### src/rtl/efr_pkg.sv
package efr_pkg;
  localparam int REG_W     = 64;
  localparam int NSRC      = 15;
  localparam int FLAG_BASE = 32;
endpackage

### src/rtl/efr_flag_cell.sv
module efr_flag_cell (
  input  logic clk,
  input  logic rst_n,
  input  logic evt,
  input  logic mask,
  input  logic clr,
  output logic flag
);
  logic capture;
  assign capture = evt & ~mask;

  always_ff @(posedge clk) begin
    if (!rst_n) flag <= 1'b0;
    else        flag <= (flag & ~clr) | capture;
  end

  // an unmasked event always leaves the flag set, even against a clear
  p_capture_r2: assert property (@(posedge clk) disable iff (!rst_n)
    (evt && !mask) |=> flag);
  // the flag only rises through an unmasked event
  p_masked_hold_r3: assert property (@(posedge clk) disable iff (!rst_n)
    (!flag && !(evt && !mask)) |=> !flag);
  // a clear without a competing event drops the flag
  p_w1c_r4: assert property (@(posedge clk) disable iff (!rst_n)
    (clr && !(evt && !mask)) |=> !flag);
  // without a clear, a set flag stays set
  p_sticky_r10: assert property (@(posedge clk) disable iff (!rst_n)
    (flag && !clr) |=> flag);
endmodule

### src/rtl/efr_mask_bank.sv
module efr_mask_bank #(
  parameter int NSRC = efr_pkg::NSRC
) (
  input  logic            clk,
  input  logic            rst_n,
  input  logic            wr_en,
  input  logic [NSRC-1:0] wr_mask,
  output logic [NSRC-1:0] mask
);
  always_ff @(posedge clk) begin
    if (!rst_n)     mask <= '0;
    else if (wr_en) mask <= wr_mask;
  end

  // each write reloads the masks; otherwise they keep their value
  p_mask_load_r5: assert property (@(posedge clk) disable iff (!rst_n)
    wr_en |=> (mask == $past(wr_mask)));
  p_mask_keep_r5: assert property (@(posedge clk) disable iff (!rst_n)
    !wr_en |=> $stable(mask));
endmodule

### src/rtl/efr_err_reduce.sv
module efr_err_reduce #(
  parameter int NSRC = efr_pkg::NSRC
) (
  input  logic            clk,
  input  logic            rst_n,
  input  logic [NSRC-1:0] flag,
  input  logic [NSRC-1:0] mask,
  output logic            err
);
  logic active;
  assign active = |(flag & ~mask);

  always_ff @(posedge clk) begin
    if (!rst_n) err <= 1'b0;
    else        err <= active;
  end

  // the output follows the unmasked flags one cycle later
  p_err_follow_r7: assert property (@(posedge clk) disable iff (!rst_n)
    (flag == '0) |=> !err);
  p_err_masked_r9: assert property (@(posedge clk) disable iff (!rst_n)
    ((flag & ~mask) != '0) |=> err);
endmodule

### src/rtl/err_flag_reg.sv
module err_flag_reg #(
  parameter int REG_W     = efr_pkg::REG_W,
  parameter int NSRC      = efr_pkg::NSRC,
  parameter int FLAG_BASE = efr_pkg::FLAG_BASE
) (
  input  logic             clk,
  input  logic             rst_n,
  input  logic             wr_en,
  input  logic [REG_W-1:0] wr_data,
  output logic [REG_W-1:0] rd_data,
  input  logic [NSRC-1:0]  evt_in,
  output logic             err_o
);
  localparam int FLAG_TOP = FLAG_BASE + NSRC - 1;

  logic [NSRC-1:0] mask;
  logic [NSRC-1:0] flag;
  logic [NSRC-1:0] clr;

  assign clr = {NSRC{wr_en}} & wr_data[FLAG_TOP:FLAG_BASE];

  efr_mask_bank #(.NSRC(NSRC)) u_mask (
    .clk     (clk),
    .rst_n   (rst_n),
    .wr_en   (wr_en),
    .wr_mask (wr_data[NSRC-1:0]),
    .mask    (mask)
  );

  for (genvar n = 0; n < NSRC; n++) begin : g_flag
    efr_flag_cell u_cell (
      .clk   (clk),
      .rst_n (rst_n),
      .evt   (evt_in[n]),
      .mask  (mask[n]),
      .clr   (clr[n]),
      .flag  (flag[n])
    );
  end

  efr_err_reduce #(.NSRC(NSRC)) u_err (
    .clk   (clk),
    .rst_n (rst_n),
    .flag  (flag),
    .mask  (mask),
    .err   (err_o)
  );

  always_comb begin
    rd_data = '0;
    rd_data[NSRC-1:0]         = mask;
    rd_data[FLAG_TOP:FLAG_BASE] = flag;
  end

  // reserved fields read back as zero
  p_rsvd_zero_r6: assert property (@(posedge clk) disable iff (!rst_n)
    (rd_data[REG_W-1:FLAG_TOP+1] == '0) && (rd_data[FLAG_BASE-1:NSRC] == '0));
endmodule

### config.mk
export PLATFORM = sky130hd
export DESIGN_NAME = err_flag_reg
export DESIGN_NICKNAME = d
export VERILOG_FILES = /design/src/rtl/efr_pkg.sv /design/src/rtl/efr_flag_cell.sv /design/src/rtl/efr_mask_bank.sv /design/src/rtl/efr_err_reduce.sv /design/src/rtl/err_flag_reg.sv
export SDC_FILE = /design/constraint.sdc
export NUM_CORES = 1
export LEC_CHECK = 0
export BUFFER_PORTS_ARGS = -buffer_cell sky130_fd_sc_hd__buf_2
export CORE_MARGIN = 5
export CORE_UTILIZATION = 40
export CTS_BUF_LIST = sky130_fd_sc_hd__clkbuf_4 sky130_fd_sc_hd__clkbuf_8
export DETAILED_ROUTE_END_ITERATION = 8
export PLACE_DENSITY = 0.82
export SLEW_MARGIN = 15
export SYNTH_ARGS = -nofsm -noshare
export SYNTH_HDL_FRONTEND = slang
export SYNTH_SLANG_ARGS = --single-unit
### constraint.sdc
create_clock -name clk -period 1 [get_ports clk]
set_input_delay 0.25 -clock clk [delete_from_list [all_inputs] [get_ports clk]]
set_output_delay 0.25 -clock clk [all_outputs]
set_load 0.05 [all_outputs]
==> qor.yml <==
core_region_area_sq_mm: 0.00438
fin_worst_skew_ps: 4.64
p_leak_nw: 1.34
post-route-min-period_ps: 1110
fmaxAchievable_mhz: 897
wl_um: 4440
power.switching_fraction: 0.339
clock_sinks: 31
cellInternalPower_mw: 2.68
filler_cell_count: 375
rsz0062_at_grt: "true"
gr-total-overflow: 0
whs_path_depth: 3
fin_area_sq_mm: 0.00269
grt_antenna_before_repair: 0
die_height_um: 77.6
layout_worst_path_cycle_share: 1.11
die_x_um: 77.6
clkTransAtPathRegs_ps: 70
yosys_warnings: 0
dr.first_iter.drc_count: 29
netlist-cell-type-count: 14
syn-mean-instance-area_sq_um: 8.41
cp-startpoint: "u_mask.mask[5]$_SDFFE_PN0P_"
synth-seq-cells: 31
netlist_top_cells_count: "sky130_fd_sc_hd__buf_4, sky130_fd_sc_hd__nor2b_1, sky130_fd_sc_hd__dfxtp_1"
globalplace.congestion: 0.724
ant_nets: 0
arrival_ps: 860
setup_viol: 31
wl_cell_um: 12.7
cpPeakStageDelay_ps: 330
ir_drop_v: 0.000857
synthMostInstantiatedCell: "sky130_fd_sc_hd__buf_4"
synth_cells: 217
failing_checks: "negative setup slack"
critical_path.slowest_cell: "sky130_fd_sc_hd__dfxtp_2"
critical_path.endpoint_type: "output pin"
crit_fanout: 2
synthTopCellsByArea: "sky130_fd_sc_hd__dfxtp_1, sky130_fd_sc_hd__buf_4, sky130_fd_sc_hd__nor2b_1"
maxCapViolations: 0
synth-edff-count: 0
cts-buffers-inserted: 5
grt_util_all_layers: 0.142
timing_max_transition_violations_final: 0
crit_chain: "buf_6 -> buf_8"
number_of_global_route_vias_before_repair: 1549
postSynth.topFlopCell: "sky130_fd_sc_hd__dfxtp_1"
design.portCount: 147
setup.worst_path.class: "flop to output pin"
post-route-drc-count: 0
post_dp_cell_area_sq_mm: 0.00201
insertedDiodeCount: 0
post-dp-hpwl_um: 3030
hold_violations: 0
mappedNetlistArea_sq_mm: 0.00183
grt_max_degree: 32
drive_above_1_share: 0.507
pwr-share-comb: 0.340
net_sw_power_mw: 1.37
clkLatencyLatePin_ps: 280
vias: 1502
req_time_crit_path_ps: 750
synth.top_cell.area_share: 0.340
hp-class: "primary input to flop"
totalPowerFinal_mw: 4.05
synth_top_area_cell: "sky130_fd_sc_hd__dfxtp_1"
power_density_mw_per_mm2: 1510
seq_area_frac_synth: 0.340
timing.hold.worst.start: "wr_data[13]"
initial_core_util: 0.416
worst_r2r_startpoint: "g_flag[7].u_cell.flag$_SDFF_PN0_"
cts.htree.levels: 2
tritoncts_clock_tree: "yes"
hold-worst-slack_ps: 228
layout.area.seq_sq_um: 684
placementRows: 24
async_flop_share: 0
outcome: "finished, violations left"
seq_power_share: 0.348
areaGrowthSynthToFinish_pct: 47.4
cts_hold_buffers: 0
avgViaCountPerCell: 4.29
rr_worst_depth: 5
grt_first_pass_wirelength_um: 7000
io_buffers: 78
layout.nets: 379
clock_path_buffers: 2
cp-start-kind: "flop"
detailedRoute.firstPassIterationCount: 3
timing.setup.tns_ps: -1780
multiInputGateArea_sq_um: 763
finalWorstSetupSlack_ps: -114
clock_power_share: 0.312
cts_root_buffer: "sky130_fd_sc_hd__clkbuf_8"
design.die.area_sq_mm: 0.00601
==> cell type report <==
type | count | share of cell area
clock inverters | 2 | 0.0130
inverters | 14 | 0.0195
multi-input cells | 135 | 0.284
well taps | 52 | 0.0242
repair buffers | 110 | 0.374
flip-flops and latches | 31 | 0.254
clock buffers | 6 | 0.0307
==> stage by stage <==
step / util / worst slack, ps / cells
2_1_floorplan: - / 113 / 250
3_3_place_gp: 0.459 / -45.5 / 325
3_5_place_dp: 0.459 / -42.3 / 325
5_1_grt: 0.614 / -147 / 350
6_report: 0.614 / -114 / 350
4_1_cts: 0.608 / -117 / 349
==> cells by family after synthesis <==
| group | synth area share |
|---|---|
| simple gates | 0.195 |
| buf+inv | 0.311 |
| mux | 0.0822 |
| flops | 0.340 |
| other cells | 0.00205 |
| compound gates | 0.0692 |
==> worst paths after layout <==
check | to | slack, ps
worst min-delay path | u_mask.mask[13]$_SDFFE_PN0P_ | 230
worst max register to register | u_err.err$_SDFF_PN0_ | -60
worst max-delay path | rd_data[5] | -110
worst min register to register | g_flag[10].u_cell.flag$_SDFF_PN0_ | 540
==> metal layers <==
metal	wire [um]	track usage	up-vias
met4	46	0.0275	0
met2	2380	0.276	72
met5	0	0	-
met3	462	0.0637	6
li1	-	-	746
met1	1540	0.137	678
==> layout by cell type (no fill, tap or decap) <==
cell and n:
sky130_fd_sc_hd__buf_6 13, sky130_fd_sc_hd__buf_4 18, sky130_fd_sc_hd__clkbuf_8 6, sky130_fd_sc_hd__o22ai_1 7, sky130_fd_sc_hd__nor4_1 2, sky130_fd_sc_hd__dfxtp_4 10
sky130_fd_sc_hd__buf_8 30, sky130_fd_sc_hd__inv_2 1, sky130_fd_sc_hd__mux2i_1 15, sky130_fd_sc_hd__nand2_1 15, sky130_fd_sc_hd__inv_1 13, sky130_fd_sc_hd__a21boi_1 1
sky130_fd_sc_hd__bufinv_16 1, sky130_fd_sc_hd__buf_2 47, sky130_fd_sc_hd__buf_12 2, sky130_fd_sc_hd__nor2b_1 45, sky130_fd_sc_hd__conb_1 34, sky130_fd_sc_hd__a21oi_1 15
sky130_fd_sc_hd__dfxtp_2 21, sky130_fd_sc_hd__clkinv_2 1, sky130_fd_sc_hd__nor2b_2 1
==> power groups by stage <==
| stage | Combinational [mW] | Clock, mW | Sequential [mW] |
|---|---|---|---|
| floorplan | 1.02 | 0 | 1.41 |
| global placement | 1.08 | 0 | 1.41 |
| detailed placement | 1.09 | 0 | 1.41 |
| CTS | 1.36 | 1.29 | 1.41 |
| global route | 1.45 | 1.37 | 1.42 |
| finish | 1.38 | 1.27 | 1.41 |
==> worst max-delay path: cells and delay by family (launching register included) <==
| family | cells | cell delay (ps) |
|---|---|---|
| buf+inv | 2 | 260 |
| flops | 1 | 330 |
==> what timing repair did <==
item / CTS / global route
gates cloned: 0 / 0
pin swaps: 1 / 1
gates resized for setup: 144 / 7
buffers inserted: 16 / 1
setup endpoints to repair: 32 / 32
==> state kept, by name (all words and copies together) (netlist names) <==
| signal | count |
|---|---|
| g_flag.u_cell.flag | 15 |
| u_mask.mask | 15 |
| u_err.err | 1 |
Power figures use the tool's default switching activity.
